===== src/rtl/byte_alu_pkg.sv =====
package byte_alu_pkg;
    typedef enum logic [1:0] {
        ST_IDLE,
        ST_ALU,
        ST_DIVIDE,
        ST_FINISH
    } alu_state_t;

    typedef enum logic [4:0] {
        K_ADD, K_SUB, K_MUL, K_DIV, K_MOD, K_INC, K_DEC,
        K_AND, K_OR, K_XOR, K_NOT,
        K_ROL, K_ROR, K_SHL, K_SHR,
        K_BAD
    } op_kind_t;

    localparam int FLAG_Z = 0;
    localparam int FLAG_O = 1;
    localparam int FLAG_S = 2;
    localparam int FLAG_I = 3;
    localparam int SR_W   = 4;
endpackage


===== src/rtl/byte_alu_decode.sv =====
module byte_alu_decode
    import byte_alu_pkg::*;
(
    input  logic [7:0] opcode,
    output op_kind_t   kind,
    output logic       use_imm
);
    always_comb begin
        use_imm = (opcode[7:4] == 4'hB);
        case (opcode)
            8'hA0, 8'hB0: kind = K_ADD;
            8'hA1, 8'hB1: kind = K_SUB;
            8'hA2, 8'hB2: kind = K_MUL;
            8'hA3, 8'hB3: kind = K_DIV;
            8'hA6, 8'hB6: kind = K_MOD;
            8'hA4:        kind = K_INC;
            8'hA5:        kind = K_DEC;
            8'hAA, 8'hBA: kind = K_AND;
            8'hAB, 8'hBB: kind = K_OR;
            8'hAC, 8'hBC: kind = K_XOR;
            8'hAD:        kind = K_NOT;
            8'h9A:        kind = K_ROL;
            8'h9B:        kind = K_ROR;
            8'h9C:        kind = K_SHL;
            8'h9D:        kind = K_SHR;
            default:      kind = K_BAD;
        endcase
    end
endmodule


===== src/rtl/byte_alu_exec.sv =====
module byte_alu_exec
    import byte_alu_pkg::*;
#(
    parameter int W = 8
) (
    input  op_kind_t       kind,
    input  logic [W-1:0]   a,
    input  logic [W-1:0]   b,
    output logic [W-1:0]   res,
    output logic           ovf
);
    localparam logic [W-1:0] MAX_POS = {1'b0, {(W-1){1'b1}}};
    localparam logic [W-1:0] MIN_NEG = {1'b1, {(W-1){1'b0}}};
    localparam logic [W-1:0] ONE     = W'(1);

    logic [2*W-1:0] prod;

    assign prod = {{W{1'b0}}, a} * {{W{1'b0}}, b};

    always_comb begin
        res = a;
        ovf = 1'b0;
        case (kind)
            K_ADD: begin
                res = a + b;
                ovf = (a[W-1] == b[W-1]) && (res[W-1] != a[W-1]);
            end
            K_SUB: begin
                res = a - b;
                ovf = (a[W-1] != b[W-1]) && (res[W-1] != a[W-1]);
            end
            K_MUL: begin
                res = prod[W-1:0];
                ovf = |prod[2*W-1:W];
            end
            K_INC: begin
                res = a + ONE;
                ovf = (a == MAX_POS);
            end
            K_DEC: begin
                res = a - ONE;
                ovf = (a == MIN_NEG);
            end
            K_AND: res = a & b;
            K_OR:  res = a | b;
            K_XOR: res = a ^ b;
            K_NOT: res = ~a;
            K_ROL: res = {a[W-2:0], a[W-1]};
            K_ROR: res = {a[0], a[W-1:1]};
            K_SHL: res = {a[W-2:0], 1'b0};
            K_SHR: res = {1'b0, a[W-1:1]};
            default: res = a;
        endcase
    end
endmodule


===== src/rtl/byte_alu_divstep.sv =====
module byte_alu_divstep #(
    parameter int W = 8
) (
    input  logic [W-1:0] rem,
    input  logic [W-1:0] quo,
    input  logic [W-1:0] divisor,
    output logic [W-1:0] rem_n,
    output logic [W-1:0] quo_n
);
    logic [W:0] shifted;
    logic [W:0] trial;

    always_comb begin
        shifted = {rem, quo[W-1]};
        trial   = shifted - {1'b0, divisor};
        if (!trial[W]) begin
            rem_n = trial[W-1:0];
            quo_n = {quo[W-2:0], 1'b1};
        end else begin
            rem_n = shifted[W-1:0];
            quo_n = {quo[W-2:0], 1'b0};
        end
    end
endmodule


===== src/rtl/byte_alu.sv =====
module byte_alu
    import byte_alu_pkg::*;
#(
    parameter int W = 8
) (
    input  logic            clk,
    input  logic            rst_n,
    input  logic            start,
    input  logic [7:0]      opcode,
    input  logic [W-1:0]    dst_val,
    input  logic [W-1:0]    src_reg,
    input  logic [W-1:0]    src_imm,
    input  logic [SR_W-1:0] status_in,
    output logic            busy,
    output logic            done,
    output logic [W-1:0]    result,
    output logic [SR_W-1:0] status_out,
    output logic            div_zero
);
    localparam int CW = (W > 2) ? $clog2(W) : 1;
    localparam logic [CW-1:0] LAST_STEP = CW'(W - 1);

    alu_state_t      state, state_n;
    op_kind_t        kind_in, kind_q;
    logic            use_imm;
    logic [W-1:0]    src_sel;
    logic            in_is_div;
    logic [W-1:0]    a_q, b_q;
    logic [SR_W-1:0] sr_q;
    logic [W-1:0]    rem_q, quo_q, rem_n, quo_n;
    logic [CW-1:0]   cnt_q;
    logic [W-1:0]    exec_res;
    logic            exec_ovf;
    logic [W-1:0]    div_res;
    logic [W-1:0]    result_q;
    logic [SR_W-1:0] status_q;
    logic            dz_q;

    byte_alu_decode u_decode (
        .opcode  (opcode),
        .kind    (kind_in),
        .use_imm (use_imm)
    );

    byte_alu_exec #(.W(W)) u_exec (
        .kind (kind_q),
        .a    (a_q),
        .b    (b_q),
        .res  (exec_res),
        .ovf  (exec_ovf)
    );

    byte_alu_divstep #(.W(W)) u_divstep (
        .rem     (rem_q),
        .quo     (quo_q),
        .divisor (b_q),
        .rem_n   (rem_n),
        .quo_n   (quo_n)
    );

    assign src_sel   = use_imm ? src_imm : src_reg;
    assign in_is_div = (kind_in == K_DIV) || (kind_in == K_MOD);
    assign div_res   = (kind_q == K_DIV) ? quo_n : rem_n;

    function automatic logic [SR_W-1:0] pack_sr(input logic i_bit,
                                                input logic [W-1:0] r,
                                                input logic o_bit);
        logic [SR_W-1:0] s;
        s         = '0;
        s[FLAG_I] = i_bit;
        s[FLAG_S] = r[W-1];
        s[FLAG_O] = o_bit;
        s[FLAG_Z] = (r == '0);
        return s;
    endfunction

    // state register
    always_ff @(posedge clk or negedge rst_n) begin
        if (!rst_n) state <= ST_IDLE;
        else        state <= state_n;
    end

    // next-state logic
    always_comb begin
        state_n = state;
        unique case (state)
            ST_IDLE: begin
                if (start) begin
                    if (in_is_div && (src_sel != '0)) state_n = ST_DIVIDE;
                    else                              state_n = ST_ALU;
                end
            end
            ST_ALU:    state_n = ST_FINISH;
            ST_DIVIDE: if (cnt_q == LAST_STEP) state_n = ST_FINISH;
            ST_FINISH: state_n = ST_IDLE;
        endcase
    end

    // operand latch and datapath registers
    always_ff @(posedge clk or negedge rst_n) begin
        if (!rst_n) begin
            kind_q   <= K_BAD;
            a_q      <= '0;
            b_q      <= '0;
            sr_q     <= '0;
            rem_q    <= '0;
            quo_q    <= '0;
            cnt_q    <= '0;
            result_q <= '0;
            status_q <= '0;
            dz_q     <= 1'b0;
        end else begin
            unique case (state)
                ST_IDLE: begin
                    if (start) begin
                        kind_q <= kind_in;
                        a_q    <= dst_val;
                        b_q    <= src_sel;
                        sr_q   <= status_in;
                        rem_q  <= '0;
                        quo_q  <= dst_val;
                        cnt_q  <= '0;
                    end
                end
                ST_ALU: begin
                    if (kind_q == K_BAD) begin
                        result_q <= a_q;
                        status_q <= sr_q;
                        dz_q     <= 1'b0;
                    end else if ((kind_q == K_DIV) || (kind_q == K_MOD)) begin
                        result_q <= a_q;
                        status_q <= pack_sr(sr_q[FLAG_I], a_q, 1'b1);
                        dz_q     <= 1'b1;
                    end else begin
                        result_q <= exec_res;
                        status_q <= pack_sr(sr_q[FLAG_I], exec_res, exec_ovf);
                        dz_q     <= 1'b0;
                    end
                end
                ST_DIVIDE: begin
                    rem_q <= rem_n;
                    quo_q <= quo_n;
                    cnt_q <= cnt_q + CW'(1);
                    if (cnt_q == LAST_STEP) begin
                        result_q <= div_res;
                        status_q <= pack_sr(sr_q[FLAG_I], div_res, 1'b0);
                        dz_q     <= 1'b0;
                    end
                end
                ST_FINISH: ;
            endcase
        end
    end

    // outputs
    always_comb begin
        busy       = (state != ST_IDLE);
        done       = (state == ST_FINISH);
        result     = result_q;
        status_out = status_q;
        div_zero   = dz_q;
    end

    a_r11_done_pulse: assert property (@(posedge clk) disable iff (!rst_n)
        done |=> !done);

    a_r11_busy_after_accept: assert property (@(posedge clk) disable iff (!rst_n)
        (state == ST_IDLE && start) |=> busy);

    a_r11_divide_length: assert property (@(posedge clk) disable iff (!rst_n)
        (state == ST_DIVIDE && cnt_q == LAST_STEP) |=> done);

    a_r9_i_passes: assert property (@(posedge clk) disable iff (!rst_n)
        done |-> (status_out[FLAG_I] == sr_q[FLAG_I]));

    a_r8_div_zero_keeps: assert property (@(posedge clk) disable iff (!rst_n)
        (done && div_zero) |-> (status_out[FLAG_O] && result == a_q));

    a_r6_zero_flag: assert property (@(posedge clk) disable iff (!rst_n)
        (done && kind_q != K_BAD) |-> (status_out[FLAG_Z] == (result == '0)));

    a_r10_bad_op: assert property (@(posedge clk) disable iff (!rst_n)
        (done && kind_q == K_BAD) |-> (status_out == sr_q && !div_zero));
endmodule


===== config.mk =====
export PLATFORM = sky130hd
export DESIGN_NAME = byte_alu
export DESIGN_NICKNAME = d
export VERILOG_FILES = /design/src/rtl/byte_alu_pkg.sv /design/src/rtl/byte_alu_decode.sv /design/src/rtl/byte_alu_exec.sv /design/src/rtl/byte_alu_divstep.sv /design/src/rtl/byte_alu.sv
export SDC_FILE = /design/constraint.sdc
export NUM_CORES = 1
export LEC_CHECK = 0
export CORE_AREA = 2 2 120 122
export DETAILED_ROUTE_END_ITERATION = 7
export DIE_AREA = 0 0 122 124
export PLACE_DENSITY = 0.75
export SLEW_MARGIN = 20
export SYNTH_ARGS = -nofsm -noshare
export SYNTH_HDL_FRONTEND = slang
export SYNTH_SLANG_ARGS = --single-unit
export TNS_END_PERCENT = 20

===== constraint.sdc =====
create_clock -name clk -period 6.6 [get_ports clk]
set_input_delay 0.99 -clock clk [delete_from_list [all_inputs] [get_ports clk]]
set_output_delay 0.99 -clock clk [all_outputs]
set_load 0.02 [all_outputs]

# --- After elaboration in Yosys (flattened, before gate mapping) ---
# Index checks and enable logic that the tools add are counted.
totals:
  output_inout_bits: 15
  in_bits: 39
  register_bits: 59
  wordCells: 131
op_classes:
  muxes: 29
  multipliers: 1
  reduce_logical: 27
  eq_ne: 53
  addsub: 6
  bitwise_logic: 4
op_table:
  columns: ["operator", "count"]
  rows:
  - ["equality test 8 bit (second input constant)", 24]
  - ["one-hot mux 8 bit (13 select lines)", 1]
  - ["2-to-1 mux 8 bit", 8]
  - ["one-hot mux 4 bit (15 select lines)", 1]
  - ["one-hot mux 8 bit (2 select lines)", 3]
  - ["equality test 5 x 4 -> 1 bit (second input constant)", 8]
  - ["equality test 5 x 3 -> 1 bit (second input constant)", 5]
  - ["logical NOT 8 bit", 3]
  - ["multiplier 8 x 8 -> 16 bit", 1]
  - ["OR reduction 2 bit", 8]
  - ["equality test 5 x 2 -> 1 bit (second input constant)", 3]
  - ["2-to-1 mux 3 bit", 3]
  - ["subtractor 9 x 8 -> 9 bit", 1]
  - ["adder 8 x 1 -> 8 bit (second input constant)", 1]
  - ["adder 8 bit", 1]
  - ["AND 8 bit", 1]
  - ["equality test 8 x 7 -> 1 bit (second input constant)", 1]
  - ["inverter 8 bit", 1]
  - ["OR 8 bit", 1]
  - ["one-hot mux 2 bit (4 select lines)", 1]
  - ["one-hot mux 4 bit (2 select lines)", 1]
  - ["AND reduction 2 bit", 4]
  - ["nonzero test 8 bit", 1]
  - ["OR reduction 8 bit", 1]
  - ["other kinds (23)", 37]

# --- Longest topological paths before layout ---
# Gate-level depths: netlist of run 1.
depth:
  depth_word: 9
  ltp_mapped: 20
  ltp_nobuf: 19

# --- Cells and area by module ---
# From an unflattened synthesis of run 1, not the netlist that was laid out.
hier_totals:
  hier_cells: 909
  hier_area_um2: 7733.7
modules_own_cells:
  columns: ["module", "cells_each", "area_per_inst_um2", "n_inst"]
  rows:
  - ["byte_alu_exec", 501, 3691.0, 1]
  - ["byte_alu", 299, 3219.3, 1]
  - ["byte_alu_divstep", 65, 538.0, 1]
  - ["byte_alu_decode", 44, 285.3, 1]

# --- Worst setup path before layout of run 1 ---
# OpenSTA, ideal clock, no wires.
synth_path:
  path_type: "reg-to-reg"
  start: "register a_q[1]"
  end: "register status_q[1] (netlist: status_out[1])"
  setup_time_ns: 0.130
  setup_slack_ns: 1.711
  arrival_time_ns: 4.758
  required_time_ns: 6.470
  stages_incl_launch_ff: 19
  synth_period_minus_slack_ns: 4.889
  path_buffers: 1
  cell_sequence: "dfrtp_1 -> clkbuf_1 -> nand2_1 -> fa_1 -> fa_1 -> inv_1 -> fa_1 -> inv_1 -> fa_1 -> inv_1 -> ha_1 -> and3_1 -> a221o_1 -> o31ai_1 -> a21oi_1 -> a31oi_1 -> xnor2_1 -> nor3_1 -> o21ai_0"
synth_between:
  elab_chain_len: 7
  elab_cells_between_ends: 14
synth_rtl:
  columns: ["element", "line", "text"]
  rows:
  - ["start, declared", "byte_alu.sv:28", "logic [W-1:0] a_q, b_q;"]
  - ["start signal, assigned", "byte_alu.sv:117", "a_q <= dst_val;"]
  - ["parallel branches: the longest is 3 deep, another holds multiplier 8 x 8 -> 16 bit", null, null]
  - ["one-hot mux 1 bit (5 select lines) *", "byte_alu_exec.sv:23", "case (kind)"]
  - ["2-to-1 mux 3 bit *", "byte_alu.sv:130", "end else if ((kind_q == K_DIV) || (kind_q == K_MOD)) begin"]
  - ["2-to-1 mux 3 bit *", "byte_alu.sv:126", "if (kind_q == K_BAD) begin"]
  - ["one-hot mux 4 bit (2 select lines) *", "byte_alu.sv:113", "unique case (state)"]
  - ["end signal, assigned", "byte_alu.sv:128", "status_q <= sr_q;"]
  - ["end signal, assigned", "byte_alu.sv:132", "status_q <= pack_sr(sr_q[FLAG_I], a_q, 1'b1);"]
  - ["end signal, assigned", "byte_alu.sv:136", "status_q <= pack_sr(sr_q[FLAG_I], exec_res, exec_ovf);"]
  - ["end, declared", "byte_alu.sv:36", "logic [SR_W-1:0] status_q;"]
# Every way passes the cells marked *.
# A chain may end at the register's enable or synchronous reset.

# --- Final worst setup path of run 1 ---
# Same ends and word-level chain as after synthesis.

==> results of run 1 <==
final cells by class:
type / instances / area (µm²) / share of cell area [%]
well taps: 180 / 225 / 2.66
flip-flops and latches: 58 / 1460 / 17.2
clock inverters: 6 / 115 / 1.36
clock buffers: 10 / 229 / 2.71
multi-input cells: 706 / 5500 / 65.1
repair buffers: 61 / 586 / 6.93
inverters: 91 / 342 / 4.04
metal layers:
metal	vias to the layer above	track usage (%)	routed length, µm
li1	3247	-	-
met1	3413	40.9	9490
met2	330	47.0	10100
met3	38	5.68	1750
met4	0	10.3	706
met5	-	0	0
Yosys cell counts (all sizes together), types with 6 or more instances:
cell | number | area (µm²)
inv | 89 | 334
nand2 | 86 | 323
ha | 78 | 976
nor2 | 76 | 288
o21ai | 72 | 360
a21oi | 54 | 274
dfrtp | 54 | 1350
fa | 40 | 801
mux2i | 32 | 320
clkbuf | 25 | 93.8
buf | 17 | 125
mux2 | 16 | 180
nand3 | 16 | 80.1
nand2b | 15 | 96.3
nor2b | 14 | 87.6
nor3 | 14 | 70.1
xnor2 | 13 | 140
a21o | 12 | 90.1
a211oi | 9 | 67.6
and2 | 9 | 56.3
and3 | 9 | 56.3
xor2 | 9 | 97.6
nor3b | 8 | 60.1
nor4 | 8 | 50.1
a31oi | 7 | 58.8
o31ai | 7 | 57.6
a221oi | 6 | 65.1
a22oi | 6 | 45.0
a32oi | 6 | 52.6
o211ai | 6 | 45.0
o22ai | 6 | 37.5
metrics by stage:
stage	worst slack [ps]	instance area [µm²]
global route	1020	8450
CTS	1310	8450
detailed placement	1300	8110
floorplan	1710	7520
finish	1280	8450
global placement	1460	8110
placed cells by master (no fill, tap or decap), drive strengths merged, types with 10 or more instances in the layout:
cell type and n:
nor2 76, nand2b 15, nor3 14, nand2 86
ha 78, mux2i 32, a21o 12, clkdlybuf4s50 52
dfrtp 54, inv 89, xnor2 13, mux2 16
clkbuf 10, fa 40, nand3 16, nor2b 14
o21ai 72, a21oi 54
path summary, 6_finish.rpt:
| path | endpoint |
|---|---|
| setup / recovery | status_out[1]$_DFFE_PN0P_ |
| hold / removal | status_out[2]$_DFFE_PN0P_ |
| setup reg to reg | status_out[1]$_DFFE_PN0P_ |
| hold reg to reg | status_out[2]$_DFFE_PN0P_ |
| max in group asynchronous | a_q[0]$_DFFE_PN0P_ |
| min in group asynchronous | result[0]$_DFFE_PN0P_ |
cells by family after synthesis:
family | count (synthesis) | share of synthesized area (%)
buffers and inverters | 133 | 7.46
adders and majority gates | 118 | 23.6
DFF | 58 | 19.4
AOI/OAI and AO/OA | 242 | 21.7
muxes | 50 | 7.26
and+or+nand+nor | 274 | 17.4
xor gates and xnor gates | 22 | 3.16
critical path: cells and delay by family (launching register included):
family / cells / cell delay (ps)
fa+ha+maj: 5 / 2470
compound gates: 5 / 1110
flops: 1 / 830
simple gates: 3 / 530
buf+inv: 3 / 150
xor+xnor: 1 / 90
registers in the layout, summed over array words and instances, names as in the netlist, 2 cells and up:
name        flops
a_q             8
b_q             8
cnt_q           3
kind_q          4
quo_q           8
rem_q           8
result          8
sr_q            4
state           2
status_out      4
==> results.py, run 1 <==
metrics = {
    "outcome": {
        "outcome": "finished clean",
    },
    "die": {
        "dieArea_um2": 15100,
        "placementRows": 43,
        "core-area_um2": 13700,
        "io_pins": 54,
        "start_util_pct": 54.8,
        "die_w_um": 122,
        "die_h_um": 124,
    },
    "routing": {
        "drtAntennaViolNets": 0,
        "firstDrtPassIters": 6,
        "vias": 7028,
        "wl_um": 22100,
        "drt_iter0_drc": 795,
        "wl_per_cell_um": 19.8,
        "drc": 0,
        "viasPerCell": 6.32,
    },
    "sta": {
        "hold_viol": 0,
        "finalCriticalPeriod_ps": 5320,
        "skew_ps": 10.0,
        "hold_ws_ps": 479,
        "timing.setup.tns_ps": 0,
        "worst_pin_slew_ps": 772,
        "relSlewSlack_pct": 48.4,
        "setup_viol": 0,
        "timing.final.crit_share_pct": 80.6,
        "drv_slew": 0,
        "rsz0062_at_grt": "false",
        "clock.fmax_mhz": 188,
    },
    "worst_setup_path": {
        "crit_path_start_kind": "flop",
        "cpPeakStageDelay_ps": 830,
        "startpoint": "a_q[1]$_DFFE_PN0P_",
        "crit_chain": "nand2_1 -> fa_1 -> fa_1 -> inv_1 -> fa_1 -> inv_1 -> fa_1 -> inv_1 -> ha_1 -> and3_1 -> a221o_1 -> o31ai_1 -> a21oi_1 -> a31oi_1 -> xnor2_1 -> nor3_1 -> o21ai_0",
        "cp_data_required_time_ps": 6780,
        "crit_path_frequent_cell": "fa_1",
        "cp_max_fo": 17,
        "r2r_cells": 17,
        "r2r_start": "a_q[1]$_DFFE_PN0P_",
        "arrival_ps": 5500,
        "endpoint_kind": "flop",
        "ff2ff_setup_slack_ps": 1280,
        "cp_slowest_cell": "dfrtp_1",
        "worstSetupPathType": "reg -> reg",
    },
    "hold_path": {
        "hp-start": "status_out[2]$_DFFE_PN0P_",
        "hold_path.class": "reg -> reg",
        "holdPathStages": 2,
    },
    "synthesis": {
        "ys_seq_elements": 58,
        "syn_area_um2": 7520,
        "synth_edf_count": 0,
        "yosysSeqAreaShare_pct": 19.4,
        "synth_warnings": 0,
        "syn_inst": 897,
        "syn_area_per_cell_um2": 8.38,
        "syn_nets": 1054,
        "synthArstFlopShare_pct": 100,
        "synth-main-ff-cell": "dfrtp_1",
        "yosysUniqueCellTypes": 82,
    },
    "clock_tree": {
        "cts_buffer_depth": 2,
        "worstSkewPairLatency_ps": 340,
        "clk_pin_slew_ps": 60,
        "cts_tree": "done",
        "post-cts-setup-buffers": 0,
        "numClockSinks": 58,
        "cts_hold_buf": 0,
        "root_buffer": "clkbuf_16",
        "post_cts_resized": 0,
        "cts_buffers": 9,
        "htreeDepth": 3,
    },
    "global_route": {
        "grt_pass1_vias": 6592,
        "grt_pass1_wl_um": 34600,
        "grt_usage_pct": 29.7,
        "grt_max_degree": 59,
        "grt_overflow": 0,
        "antenna_found_initial": 0,
    },
    "place": {
        "gp_congestion": 1.03,
        "dp_cells": 1096,
        "hpwl_um": 16800,
        "io_buffers": 53,
    },
    "cells_and_area": {
        "fill_cells": 1203,
        "drive_above_1_share_pct": 7.30,
        "antenna_cells": 0,
        "layout.cells.non_filler": 1112,
        "utilization_pct": 61.6,
        "final_nets": 1084,
        "area_growth_pct": 12.5,
    },
    "run": {
        "drv_cap": 0,
    },
}
Power of run 1 is not shown: default switching activity piles up to over one toggle a cycle in this logic, so the estimate is an artifact.
==> run 2, diff against run 1 <==
- PLACE_DENSITY: 0.75 -> 0.78
- clock period: 6.6 -> 4.8 ns (I/O delays scaled with it)
==> results.py, run 2 (synthesis gave the netlist of run 1 again) <==
metrics = {
    "outcome": {
        "outcome": "finished clean",
    },
    "place": {
        "hpwl_um": 17300,
        "dp_cells": 1137,
        "io_buffers": 53,
        "place_area_um2": 8420,
        "gp_congestion": 1.02,
    },
    "run": {
        "drv_cap": 0,
    },
    "sta": {
        "timing.final.crit_share_pct": 96.7,
        "rsz0062_at_grt": "false",
        "hold_ws_ps": 474,
        "setup_viol": 0,
        "drv_slew": 0,
        "hold_viol": 0,
        "relSlewSlack_pct": 47.8,
        "skew_ps": 6.57,
        "worst_pin_slew_ps": 780,
        "timing.setup.tns_ps": 0,
        "finalCriticalPeriod_ps": 4640,
        "clock.fmax_mhz": 215,
    },
    "routing": {
        "firstDrtPassIters": 5,
        "drt_iter0_drc": 719,
        "drtAntennaViolNets": 0,
        "wl_um": 22200,
        "wl_per_cell_um": 19.2,
        "viasPerCell": 6.22,
        "drc": 0,
        "vias": 7185,
    },
    "cells_and_area": {
        "layout.cells.non_filler": 1155,
        "layout_common_cells": "inv_1, nand2_1, nor2_1, ha_1, o21ai_0",
        "antenna_cells": 0,
        "final_common_cell": "inv_1",
        "drive_above_1_share_pct": 12.5,
        "area_growth_pct": 17.1,
        "stdcell_area_um2": 8800,
        "final_nets": 1127,
        "seq_area_um2": 1460,
        "fill_cells": 1195,
        "multi_input_area_um2": 5580,
    },
    "clock_tree": {
        "worstSkewPairLatency_ps": 330,
        "cts_buffers": 9,
        "htreeDepth": 3,
        "numClockSinks": 58,
        "cts_buffer_depth": 2,
        "cts_hold_buf": 0,
        "clk_pin_slew_ps": 60,
        "root_buffer": "clkbuf_16",
        "cts_tree": "done",
    },
    "die": {
        "io_pins": 54,
        "die_w_um": 122,
        "die_h_um": 124,
        "placementRows": 43,
        "start_util_pct": 54.8,
        "dieArea_um2": 15100,
        "core-area_um2": 13700,
    },
    "worst_setup_path": {
        "cp_slowest_cell": "fa_1",
        "worstSetupPathType": "reg -> reg",
        "endpoint_kind": "flop",
        "cp_max_fo": 11,
        "crit_path_frequent_cell": "fa_1",
        "cpPeakStageDelay_ps": 550,
        "cp_data_required_time_ps": 4990,
        "crit_chain": "buf_4 -> ha_2 -> fa_1 -> inv_1 -> fa_1 -> fa_1 -> fa_1 -> inv_1 -> ha_1 -> and2_1 -> o211ai_1 -> o21ai_2 -> o41ai_2 -> nand3_1 -> nor3_1 -> o21ai_0",
        "arrival_ps": 4840,
        "crit_path_start_kind": "flop",
        "crit_family": "adder cells",
        "path_buf_inv": 3,
    },
    "global_route": {
        "grt_pass1_vias": 6721,
        "grt_max_degree": 59,
        "grt_overflow": 0,
        "grt_usage_pct": 30.3,
        "antenna_found_initial": 0,
        "grt_pass1_wl_um": 35300,
    },
    "hold_path": {
        "hold_path.class": "reg -> reg",
    },
}
-- run 2: worst reg2reg max path, stage by stage (launching register included) --
cell      delay (ps)
dfrtp_1          390
buf_4            210
ha_2             230
fa_1             540
inv_1             50
fa_1             480
fa_1             540
fa_1             550
inv_1             40
ha_1             290
and2_1           160
o211ai_1         190
o21ai_2          120
o41ai_2          300
nand3_1          120
nor3_1           190
o21ai_0          100
-- run 2: metal layers --
layer | vias to the layer above | routed length, µm | part of all wire (%) | global-route usage (%)
met1 | 3442 | 9600 | 43 | 41.7
met5 | - | 0 | 0 | 0
met4 | 0 | 974 | 4.4 | 12.6
met3 | 75 | 1550 | 7.0 | 4.99
met2 | 332 | 10100 | 45 | 47.5
li1 | 3336 | - | - | -
-- run 2: repair_timing --
action	4_1_cts	5_1_grt
gates resized for setup	0	11
endpoints found under the setup margin	0	5
buffers inserted	0	2
-- run 2: path summary, 6_finish.rpt --
kind	end	cells after the start	slack (ps)	start
max	status_out[1]$_DFFE_PN0P_	16	160	a_q[4]$_DFFE_PN0P_
min	result[0]$_DFFE_PN0P_	2	470	result[0]$_DFFE_PN0P_
max reg2reg	status_out[1]$_DFFE_PN0P_	16	160	a_q[4]$_DFFE_PN0P_
min reg2reg	result[0]$_DFFE_PN0P_	2	470	result[0]$_DFFE_PN0P_
max in group asynchronous	a_q[1]$_DFFE_PN0P_	2	3690	rst_n
min in group asynchronous	result[3]$_DFFE_PN0P_	2	540	rst_n
-- run 2: final cells by class --
type	instances	area share, %
Clock buffer	9	2.56
Clock inverter	7	0.782
Inverter	91	3.88
Multi-Input combinational cell	706	63.3
Sequential cell	58	16.6
Tap cell	180	2.56
Timing Repair Buffer	104	10.3
-- run 2: through the flow --
stage	setup WS, ps	utilization (%)
global route	1.87	64.2
detailed placement	62.2	61.4
CTS	14.1	63.5
finish	156	64.2
floorplan	35.5	-
global placement	146	61.4
Power of run 2 is left out for the same reason.
